[src/rtl/pcm_clkgen_pkg.sv]
package pcm_clkgen_pkg;
   // Bit-clock phase of the sequencer: parked, low half, high half
   typedef enum logic [1:0] {
      PH_IDLE = 2'd0,
      PH_LOW  = 2'd1,
      PH_HIGH = 2'd2
   } bclk_phase_e;
endpackage

[src/rtl/pcm_src_pick.sv]
module pcm_src_pick (
   input  logic sel_bus,
   input  logic bus_tick,
   input  logic aud_tick,
   output logic tick
);
   always_comb begin
      tick = sel_bus ? bus_tick : aud_tick;
   end
endmodule

[src/rtl/pcm_half_div.sv]
module pcm_half_div #(
   parameter int DIV_W = 9
) (
   input  logic             clk,
   input  logic             rst_n,
   input  logic             active,
   input  logic             tick,
   input  logic [DIV_W-1:0] div,
   output logic             edge_stb
);
   logic [DIV_W-1:0] cnt_q;
   logic             at_end;

   assign at_end   = (cnt_q == div);
   assign edge_stb = active && tick && at_end;

   always_ff @(posedge clk or negedge rst_n) begin
      if (!rst_n) begin
         cnt_q <= '0;
      end else if (!active) begin
         cnt_q <= '0;
      end else if (tick) begin
         cnt_q <= at_end ? '0 : cnt_q + 1'b1;
      end
   end


   half_cnt_range_chk: assert property (@(posedge clk) disable iff (!rst_n)
      active |-> (cnt_q <= div));
endmodule

[src/rtl/pcm_frame_seq.sv]
module pcm_frame_seq
   import pcm_clkgen_pkg::*;
#(
   parameter int DIV_W    = 9,
   parameter int SYNC_W   = 9,
   parameter int DIV_RST  = 0,
   parameter int SYNC_RST = 127
) (
   input  logic              clk,
   input  logic              rst_n,
   input  logic              sclk_en,
   input  logic              run_req,
   input  logic              tick,
   input  logic              edge_stb,
   input  logic [DIV_W-1:0]  new_div,
   input  logic [SYNC_W-1:0] new_sync,
   output logic [DIV_W-1:0]  act_div,
   output logic              active,
   output logic              bclk,
   output logic              fsync,
   output logic              launch_stb,
   output logic              sample_stb,
   output logic [SYNC_W-1:0] bit_idx
);
   bclk_phase_e       ph_q;
   logic [SYNC_W-1:0] idx_q;
   logic [SYNC_W-1:0] act_sync_q;
   logic [DIV_W-1:0]  act_div_q;
   logic              fs_q;
   logic              lch_q;
   logic              smp_q;
   logic              last_bit;

   assign last_bit = (idx_q == act_sync_q);

   always_ff @(posedge clk or negedge rst_n) begin
      if (!rst_n) begin
         ph_q       <= PH_IDLE;
         idx_q      <= '0;
         act_sync_q <= SYNC_W'(SYNC_RST);
         act_div_q  <= DIV_W'(DIV_RST);
         fs_q       <= 1'b0;
         lch_q      <= 1'b0;
         smp_q      <= 1'b0;
      end else begin
         lch_q <= 1'b0;
         smp_q <= 1'b0;
         if (!sclk_en) begin
            ph_q       <= PH_IDLE;
            idx_q      <= '0;
            fs_q       <= 1'b0;
            act_sync_q <= new_sync;
            act_div_q  <= new_div;
         end else begin
            unique case (ph_q)
               PH_IDLE: begin
                  act_sync_q <= new_sync;
                  act_div_q  <= new_div;
                  if (tick && run_req) begin
                     ph_q  <= PH_LOW;
                     idx_q <= '0;
                     fs_q  <= 1'b1;
                     lch_q <= 1'b1;
                  end
               end
               PH_LOW: begin
                  if (edge_stb) begin
                     ph_q  <= PH_HIGH;
                     smp_q <= 1'b1;
                  end
               end
               PH_HIGH: begin
                  if (edge_stb) begin
                     if (!last_bit) begin
                        ph_q  <= PH_LOW;
                        idx_q <= idx_q + 1'b1;
                        fs_q  <= 1'b0;
                        lch_q <= 1'b1;
                     end else if (run_req) begin
                        ph_q       <= PH_LOW;
                        idx_q      <= '0;
                        fs_q       <= 1'b1;
                        lch_q      <= 1'b1;
                        act_sync_q <= new_sync;
                        act_div_q  <= new_div;
                     end else begin
                        ph_q  <= PH_IDLE;
                        idx_q <= '0;
                        fs_q  <= 1'b0;
                     end
                  end
               end
               default: ph_q <= PH_IDLE;
            endcase
         end
      end
   end

   assign active     = (ph_q != PH_IDLE);
   assign bclk       = (ph_q != PH_LOW);
   assign fsync      = fs_q;
   assign launch_stb = lch_q;
   assign sample_stb = smp_q;
   assign bit_idx    = idx_q;
   assign act_div    = act_div_q;


   idx_bound_chk: assert property (@(posedge clk) disable iff (!rst_n)
      active |-> (idx_q <= act_sync_q));


   frame_cfg_hold_chk: assert property (@(posedge clk) disable iff (!rst_n)
      (active && !$stable(act_sync_q)) |-> (lch_q && idx_q == '0));
endmodule

[src/rtl/pcm_clkgen.sv]
module pcm_clkgen #(
   parameter int DIV_W    = 9,
   parameter int SYNC_W   = 9,
   parameter int DIV_RST  = 0,
   parameter int SYNC_RST = 127
) (
   input  logic              clk,
   input  logic              rst_n,
   input  logic              bus_clk_en,
   input  logic              aud_clk_en,
   input  logic              cfg_src_bus,
   input  logic [DIV_W-1:0]  cfg_bclk_div,
   input  logic [SYNC_W-1:0] cfg_sync_div,
   input  logic              cfg_sclk_en,
   input  logic              cfg_continuous,
   input  logic              xfer_active,
   output logic              bclk,
   output logic              fsync,
   output logic              launch_stb,
   output logic              sample_stb,
   output logic [SYNC_W-1:0] bit_idx
);
   localparam int SYNC_MAX = (1 << SYNC_W) - 1;
   localparam int DIV_MAX  = (1 << DIV_W) - 1;

   generate
      if (DIV_W < 1 || DIV_W > 16) begin : g_bad_div_w
         $error("pcm_clkgen: DIV_W out of range");
      end
      if (SYNC_W < 1 || SYNC_W > 16) begin : g_bad_sync_w
         $error("pcm_clkgen: SYNC_W out of range");
      end
      if (SYNC_RST < 0 || SYNC_RST > SYNC_MAX) begin : g_bad_sync_rst
         $error("pcm_clkgen: SYNC_RST does not fit SYNC_W");
      end
      if (DIV_RST < 0 || DIV_RST > DIV_MAX) begin : g_bad_div_rst
         $error("pcm_clkgen: DIV_RST does not fit DIV_W");
      end
   endgenerate

   logic             tick;
   logic             run_req;
   logic             active;
   logic             edge_stb;
   logic [DIV_W-1:0] act_div;

   assign run_req = cfg_sclk_en && (cfg_continuous || xfer_active);

   pcm_src_pick u_pick (
      .sel_bus  (cfg_src_bus),
      .bus_tick (bus_clk_en),
      .aud_tick (aud_clk_en),
      .tick     (tick)
   );

   pcm_half_div #(.DIV_W(DIV_W)) u_div (
      .clk      (clk),
      .rst_n    (rst_n),
      .active   (active),
      .tick     (tick),
      .div      (act_div),
      .edge_stb (edge_stb)
   );

   pcm_frame_seq #(
      .DIV_W    (DIV_W),
      .SYNC_W   (SYNC_W),
      .DIV_RST  (DIV_RST),
      .SYNC_RST (SYNC_RST)
   ) u_seq (
      .clk        (clk),
      .rst_n      (rst_n),
      .sclk_en    (cfg_sclk_en),
      .run_req    (run_req),
      .tick       (tick),
      .edge_stb   (edge_stb),
      .new_div    (cfg_bclk_div),
      .new_sync   (cfg_sync_div),
      .act_div    (act_div),
      .active     (active),
      .bclk       (bclk),
      .fsync      (fsync),
      .launch_stb (launch_stb),
      .sample_stb (sample_stb),
      .bit_idx    (bit_idx)
   );


   strobe_excl_chk: assert property (@(posedge clk) disable iff (!rst_n)
      !(launch_stb && sample_stb));


   launch_low_chk: assert property (@(posedge clk) disable iff (!rst_n)
      launch_stb |-> !bclk);


   sample_high_chk: assert property (@(posedge clk) disable iff (!rst_n)
      sample_stb |-> bclk);


   fsync_rise_chk: assert property (@(posedge clk) disable iff (!rst_n)
      $rose(fsync) |-> (launch_stb && bit_idx == '0));


   sclk_off_chk: assert property (@(posedge clk) disable iff (!rst_n)
      !cfg_sclk_en |=> (bclk && !fsync && !launch_stb && !sample_stb));
endmodule

[config.mk]
export PLATFORM = sky130hd
export DESIGN_NAME = pcm_clkgen
export DESIGN_NICKNAME = d
export VERILOG_FILES = /design/src/rtl/pcm_clkgen_pkg.sv /design/src/rtl/pcm_src_pick.sv /design/src/rtl/pcm_half_div.sv /design/src/rtl/pcm_frame_seq.sv /design/src/rtl/pcm_clkgen.sv
export SDC_FILE = /design/constraint.sdc
export NUM_CORES = 1
export LEC_CHECK = 0
export ABC_AREA = 1
export BUFFER_PORTS_ARGS = -buffer_cell sky130_fd_sc_hd__buf_2
export CAP_MARGIN = 20
export CORE_MARGIN = 10
export CORE_UTILIZATION = 50
export CTS_CLUSTER_SIZE = 12
export DETAILED_ROUTE_END_ITERATION = 16
export PLACE_DENSITY = 0.75
export SKIP_LAST_GASP = 1
export SLEW_MARGIN = 20
export SYNTH_ARGS = -nofsm -noshare
export SYNTH_HDL_FRONTEND = slang
export SYNTH_HIERARCHICAL = 1
export SYNTH_SLANG_ARGS = --single-unit
[constraint.sdc]
create_clock -name clk -period 2 [get_ports clk]
set_clock_uncertainty 0.15 [all_clocks]
set_input_delay 0.2 -clock clk [delete_from_list [all_inputs] [get_ports clk]]
set_output_delay 0.2 -clock clk [all_outputs]
set_load 0.01 [all_outputs]
==> results.py, run 1 <==
metrics = {
    "outcome": {
        "status": "completed",
    },
    "drt": {
        "dr_total_vias": 2186,
        "wl_um": 5920,
        "ant_nets": 0,
        "dr.pass1.iters": 4,
        "drt_iter0_markers": 121,
        "post_drt_via_cell_ratio": 4.91,
        "drc": 0,
        "wire_per_inst_um": 13.3,
    },
    "place": {
        "gp_congestion": 0.875,
        "dp_slack_ns": 0.00542,
        "place_hpwl_um": 3940,
        "placed_area_mm2": 0.00271,
        "placed_cells": 412,
        "port_buffers": 38,
    },
    "cts": {
        "clk_latency_ns": 0.29,
        "cts_buffers": 5,
        "cts.sinks": 41,
        "cts_tree": "done",
        "ctsHtreeMaxLevel": 2,
        "clkTransAtPathRegs_ns": 0.08,
        "cts_buffer_depth": 2,
        "cts_root_buf": "clkbuf_8",
    },
    "layout": {
        "diodes": 0,
        "final_core_util_pct": 67.0,
        "drive_above_1_share_pct": 27.4,
        "stdcell_count": 445,
        "area_growth_pct": 31.3,
        "final_common_cell": "nand2_1",
        "final_area_mm2": 0.00312,
        "nets": 418,
        "layout_common_cells": "nand2_1 (120), buf_2 (38), dfrtp_1 (34), nand3_1 (32), inv_1 (26)",
    },
    "worst_setup_path": {
        "critPathCaptureType": "register",
        "ff2ff_setup_slack_ns": 0.02,
        "critical_path.max_stage_delay_ns": 0.41,
        "path_common_cell": "nor2_4",
        "path_cells": "xnor2_1 > nand2_1 > nor2_4 > nand2_4 > nor2_4 > inv_2 > nand2_2 > nand2_4 > buf_4 > nor2_4 > nand4_1 > nand2_1 > nor2_1",
        "cp.required_ns": 2.02,
        "crit_fanout": 4,
        "start_kind": "register",
        "crit_arrival_ns": 2.01,
        "cp_slowest_cell": "dfrtp_1",
        "crit_type": "reg -> reg",
    },
    "pwr": {
        "cellPowerDensity_mw_per_mm2": 688,
        "leakage_nw": 1.63,
        "irDropWorstVdd_mv": 0.442,
        "p_int_mw": 1.58,
        "p_clk_share_pct": 36.3,
        "netSwitchingPower_mw": 0.564,
        "sw_frac_of_total_pct": 26.3,
        "p_seq_share_pct": 44.3,
        "power_mw": 2.15,
        "power.combinational.fraction_pct": 19.4,
    },
    "floorplanning": {
        "die_height_um": 89.0,
        "die_w_um": 89.0,
        "initial_core_util_pct": 51.0,
        "dieArea_mm2": 0.00791,
        "ios": 39,
        "fp.coreArea_mm2": 0.00466,
        "num_rows": 25,
    },
    "synthesis": {
        "yosysSeqAreaShare_pct": 43.5,
        "ys_ff_latch": 41,
        "synthesis.instances": 313,
        "netlist_area_mm2": 0.00238,
        "syn_area_per_cell_um2": 7.60,
        "synth_nets": 341,
        "yosysUniqueCellTypes": 28,
        "synth.area.top_cells": "dfrtp_1 (36%), nand2_1 (19%), dfstp_2 (7.7%), nand3_1 (6.9%), xnor2_1 (5.2%)",
        "yosys_warnings": 6,
        "synth_top_area_share_pct": 35.8,
        "synth_top_area_cell": "dfrtp_1",
    },
    "timing": {
        "clock.fmax_mhz": 504,
        "fin_hold_ws_ns": 0.00849,
        "drv_slew": 0,
        "period_share_pct": 99.2,
        "hold_viol_final": 0,
        "worst_pin_slew_ns": 0.548,
        "tns_ns": 0,
        "setup_viol": 0,
        "fin_ws_ns": 0.0153,
        "post-route-min-period_ns": 1.98,
        "rsz0062_at_grt": "true",
        "max_slew_margin_pct": 63.3,
    },
    "hold_path": {
        "holdCritPathClass": "in -> reg",
    },
    "global_routing": {
        "grt_pass1_vias": 2147,
        "grt.total_usage_pct": 15.6,
        "grt_overflow": 0,
        "grt_max_degree": 42,
        "grt_pass1_wl_um": 9800,
        "antenna_found_initial": 0,
    },
    "job": {
        "drv_cap": 0,
    },
}
[power groups by stage]
stage                     registers [mW]  logic [mW]  clock network [mW]
final                              0.952       0.416               0.780
after floorplan                    0.958       0.225                   0
after global placement             0.962       0.332                   0
after global routing               0.962       0.460               0.843
after CTS                          0.949       0.392               0.798
after detailed placement           0.965       0.342                   0
[repair_timing]
action	in CTS	in global routing
cloned	1	0
buffers inserted	4	3
endpoints found under the setup margin	9	30
hold buffers	16	1
gates resized for setup	5	9
endpoints found under the hold margin	56	1
pin swaps	13	10
[layer usage]
| metal | GRT usage, % | up-vias | routed length, um |
|---|---|---|---|
| li1 | - | 1116 | - |
| met1 | 18.2 | 1015 | 2550 |
| met2 | 26.7 | 45 | 2990 |
| met3 | 4.47 | 10 | 278 |
| met4 | 5.49 | 0 | 96 |
| met5 | 0 | - | 0 |
[final cells by class]
type,count,area [um2]
Fill cell,365,1540
Timing Repair Buffer,75,523
Multi-Input combinational cell,229,1210
Clock buffer,5,68.8
Clock inverter,3,65.1
Sequential cell,41,1030
Inverter,38,150
Tap cell,54,67.6
[cells by family after synthesis]
family | after synthesis | share of synthesized area, %
fa+ha+maj | 2 | 1.05
flops | 41 | 43.5
compound gates | 9 | 2.79
buf+inv | 44 | 7.84
simple gates | 198 | 37.8
xor+xnor | 19 | 7.00
[worst paths after layout]
check / startpoint / end / depth (start not counted)
worst min-delay path: cfg_sync_div[8] / u_seq/act_sync_q[8] / 3
max in group asynchronous: rst_n / u_seq/act_sync_q[5] / 3
min in group asynchronous: rst_n / u_div/cnt_q[0] / 3
worst max register to register: u_div/cnt_q[6] / u_seq/bit_idx[8] / 13
worst min register to register: u_seq/act_sync_q[5] / u_seq/act_sync_q[5] / 2
worst max-delay path: u_div/cnt_q[6] / u_seq/bit_idx[8] / 13
[sequential cells by signal, summed over array words and instances, names as in the netlist]
register          flops
u_div/cnt_q           9
u_seq/act_div         9
u_seq/act_sync_q      9
u_seq/bit_idx         9
u_seq/fsync           1
u_seq/launch_stb      1
u_seq/ph_q            2
u_seq/sample_stb      1
[cells in the mapped netlist]
cell      number
a21oi_4        1
inv_1         29
nand2_4        3
nand2_8        1
nor2_2         5
nor2_8         1
xnor2_1       14
buf_4          1
nand2_2        2
clkinv_1       3
buf_2          4
dfstp_2        7
inv_4          2
nand3_2        3
nand4_1        5
o21ai_0        1
nand2_1      122
nor4_1         1
inv_2          4
ha_1           2
o21bai_1       4
nor2_4         1
buf_6          1
nor2_1        21
nand3_1       33
dfrtp_1       34
o21ai_1        3
xor2_1         5
[critical path: cells and delay by family (launching register included)]
family	cells	cell delay (ns)
DFF	1	0.41
buffers and inverters	2	0.20
xor gates and xnor gates	1	0.18
and+or+nand+nor	10	0.93
No activity file was read; power rests on OpenSTA's default activity.
==> inputs of run 2 (changes only) <==
--- a/config.mk
+++ b/config.mk
@@ -6,13 +6,15 @@
 export NUM_CORES = 1
 export LEC_CHECK = 0
 export ABC_AREA = 1
+export ABC_CLOCK_PERIOD_IN_PS = 1900
 export BUFFER_PORTS_ARGS = -buffer_cell sky130_fd_sc_hd__buf_2
 export CAP_MARGIN = 20
 export CORE_MARGIN = 10
 export CORE_UTILIZATION = 50
+export CTS_BUF_LIST = sky130_fd_sc_hd__clkbuf_4
 export CTS_CLUSTER_SIZE = 12
 export DETAILED_ROUTE_END_ITERATION = 16
-export PLACE_DENSITY = 0.75
+export PLACE_DENSITY = 0.72
 export SKIP_LAST_GASP = 1
 export SLEW_MARGIN = 20
 export SYNTH_ARGS = -nofsm -noshare
==> constraint.sdc (replaced) <==
create_clock -name clk -period 1.9 [get_ports clk]
set_clock_uncertainty 0.15 [all_clocks]
set_input_delay 0.19 -clock clk [delete_from_list [all_inputs] [get_ports clk]]
set_output_delay 0.19 -clock clk [all_outputs]
set_load 0.01 [all_outputs]
==> run 2 against run 1 <==
Net effect: clock power shrank 26%; the run now ends with negative setup slack left; register-to-register slack worse by 0.08 ns; flip-flop and latch count did not move.
==> results.py, run 2 (synthesis results as in run 1) <==
metrics = {
    "outcome": {
        "status": "finished with violations",
        "violations": "negative setup slack",
    },
    "floorplanning": {
        "die_w_um": 89.0,
        "ios": 39,
        "dieArea_mm2": 0.00791,
        "fp.coreArea_mm2": 0.00466,
        "num_rows": 25,
        "die_height_um": 89.0,
        "initial_core_util_pct": 51.0,
    },
    "drt": {
        "dr.pass1.iters": 5,
        "wl_um": 6170,
        "drt_iter0_markers": 122,
        "wire_per_inst_um": 13.3,
        "post_drt_via_cell_ratio": 4.96,
        "dr_total_vias": 2298,
        "drc": 0,
        "ant_nets": 0,
    },
    "place": {
        "place_hpwl_um": 4220,
        "placed_area_mm2": 0.00279,
        "port_buffers": 38,
        "gp_congestion": 0.917,
    },
    "worst_setup_path": {
        "critical_path.max_stage_delay_ns": 0.42,
        "path_cells": "inv_1 > nand2_1 > nand2_1 > nand3_2 > nor2_4 > nand2_4 > nor2_4 > inv_2 > nand2_2 > nand2_4 > nor2_8 > inv_6 > a21oi_4 > nor2_1",
        "cp_slowest_cell": "dfrtp_1",
        "cp.required_ns": 1.99,
        "critPathCaptureType": "register",
        "crit_fanout": 7,
        "crit_arrival_ns": 2.05,
        "crit_type": "reg -> reg",
        "start_kind": "register",
    },
    "layout": {
        "drive_above_1_share_pct": 31.1,
        "final_area_mm2": 0.00323,
        "final_common_cell": "nand2_1",
        "diodes": 0,
        "area_growth_pct": 35.9,
        "fill_cells": 360,
        "layout_common_cells": "nand2_1 (120), buf_2 (38), dfrtp_1 (34), buf_4 (32), nand3_1 (31)",
        "nets": 436,
    },
    "global_routing": {
        "antenna_found_initial": 0,
        "grt_pass1_wl_um": 10500,
        "grt_overflow": 0,
        "grt_pass1_vias": 2315,
        "grt.total_usage_pct": 16.8,
        "grt_max_degree": 19,
    },
    "cts": {
        "cts_root_buf": "clkbuf_4",
        "cts_buffers": 5,
        "clk_latency_ns": 0.35,
        "cts_buffer_depth": 2,
        "cts.sinks": 41,
        "ctsHtreeMaxLevel": 2,
        "cts_tree": "done",
        "clkTransAtPathRegs_ns": 0.13,
    },
    "timing": {
        "max_slew_margin_pct": 64.6,
        "setup_viol": 8,
        "drv_slew": 0,
        "worst_pin_slew_ns": 0.529,
        "period_share_pct": 103,
        "fin_ws_ns": -0.0602,
        "hold_viol_final": 0,
        "clock.fmax_mhz": 510,
        "rsz0062_at_grt": "true",
        "post-route-min-period_ns": 1.96,
    },
    "job": {
        "drv_cap": 0,
    },
    "pwr": {
        "irDropWorstVdd_mv": 0.431,
        "cellPowerDensity_mw_per_mm2": 645,
        "leakage_nw": 1.70,
        "power_mw": 2.08,
    },
    "hold_path": {
        "holdCritPathClass": "in -> reg",
    },
}
==> run 2: changes by cell type in the layout (fill, tap and decap cells not counted), moves of 2 or more <==
cell and change:
buf_4 +13, clkbuf_4 +6, clkbuf_8 -5, buf_6 +2, dlygate4sd3_1 +2, inv_1 -2
inv_2 +2
==> run 2: repair_timing <==
action                                 in CTS  in global routing
cloned                                      1                  0
hold buffers                               19                  0
buffers inserted                           13                  3
endpoints found under the hold margin      58                  0
setup endpoints to repair                  10                 31
pin swaps                                   3                  4
resized for setup                           2                 14
==> run 2: layout make-up <==
class / instances / area (um2) / share of cell area, %
Multi-Input combinational cell: 229 / 1210 / 37.6
Timing Repair Buffer: 93 / 683 / 21.1
Tap cell: 54 / 67.6 / 2.09
Sequential cell: 41 / 1030 / 32.0
Inverter: 38 / 150 / 4.65
Clock inverter: 2 / 35.0 / 1.08
Clock buffer: 6 / 45.0 / 1.39
==> run 2: per-stage QoR <==
| step | hold slack [ns] | util (%) | setup TNS (ns) | std cells | setup WS (ns) |
|---|---|---|---|---|---|
| after floorplan | -0.256 | - | -0.117 | 313 | -0.0167 |
| final | 0.0800 | 69.3 | -0.364 | 463 | -0.0602 |
| after global placement | -0.0190 | 59.9 | -0.231 | 420 | -0.0330 |
| after CTS | 0.0592 | 68.3 | -0.408 | 461 | -0.0624 |
| after detailed placement | -0.0137 | 59.9 | -0.764 | 420 | -0.0996 |
| after global routing | 0.0801 | 69.3 | -3.91 | 463 | -0.214 |
==> run 2: worst max-delay path, delay by kind of cell, from the launching register on <==
kind,cells,cell delay [ns]
flops,1,0.42
compound gates,1,0.20
simple gates,10,0.89
buf+inv,3,0.17
==> run 2: per-layer routing <==
layer | GRT usage (%) | up-vias | share of wire, %
li1 | - | 1163 | -
met1 | 19.8 | 1063 | 42
met2 | 30.1 | 64 | 51
met3 | 3.83 | 8 | 5.6
met4 | 4.34 | 0 | 1.5
met5 | 0 | - | 0
==> run 2: worst paths after layout <==
| check | start | to | slack (ns) | cells past startpoint |
|---|---|---|---|---|
| max | u_seq/act_div[3] | u_seq/bit_idx[5] | -0.06 | 14 |
| min | cfg_sclk_en | u_seq/ph_q[0] | 0.08 | 5 |
| max reg2reg | u_seq/act_div[3] | u_seq/bit_idx[5] | -0.06 | 14 |
| min reg2reg | u_seq/act_sync_q[0] | u_seq/act_sync_q[0] | 0.33 | 2 |
| max in group asynchronous | rst_n | u_seq/act_sync_q[0] | 0.87 | 3 |
| min in group asynchronous | rst_n | u_div/cnt_q[2] | 0.13 | 2 |
==> run 2: where the power goes <==
| group | switching, mW | total, mW | internal [mW] |
|---|---|---|---|
| Sequential | 0.0518 | 1.00 | 0.949 |
| Clock | 0.287 | 0.577 | 0.290 |
| Combinational | 0.255 | 0.504 | 0.250 |
| Total | 0.593 | 2.08 | 1.49 |
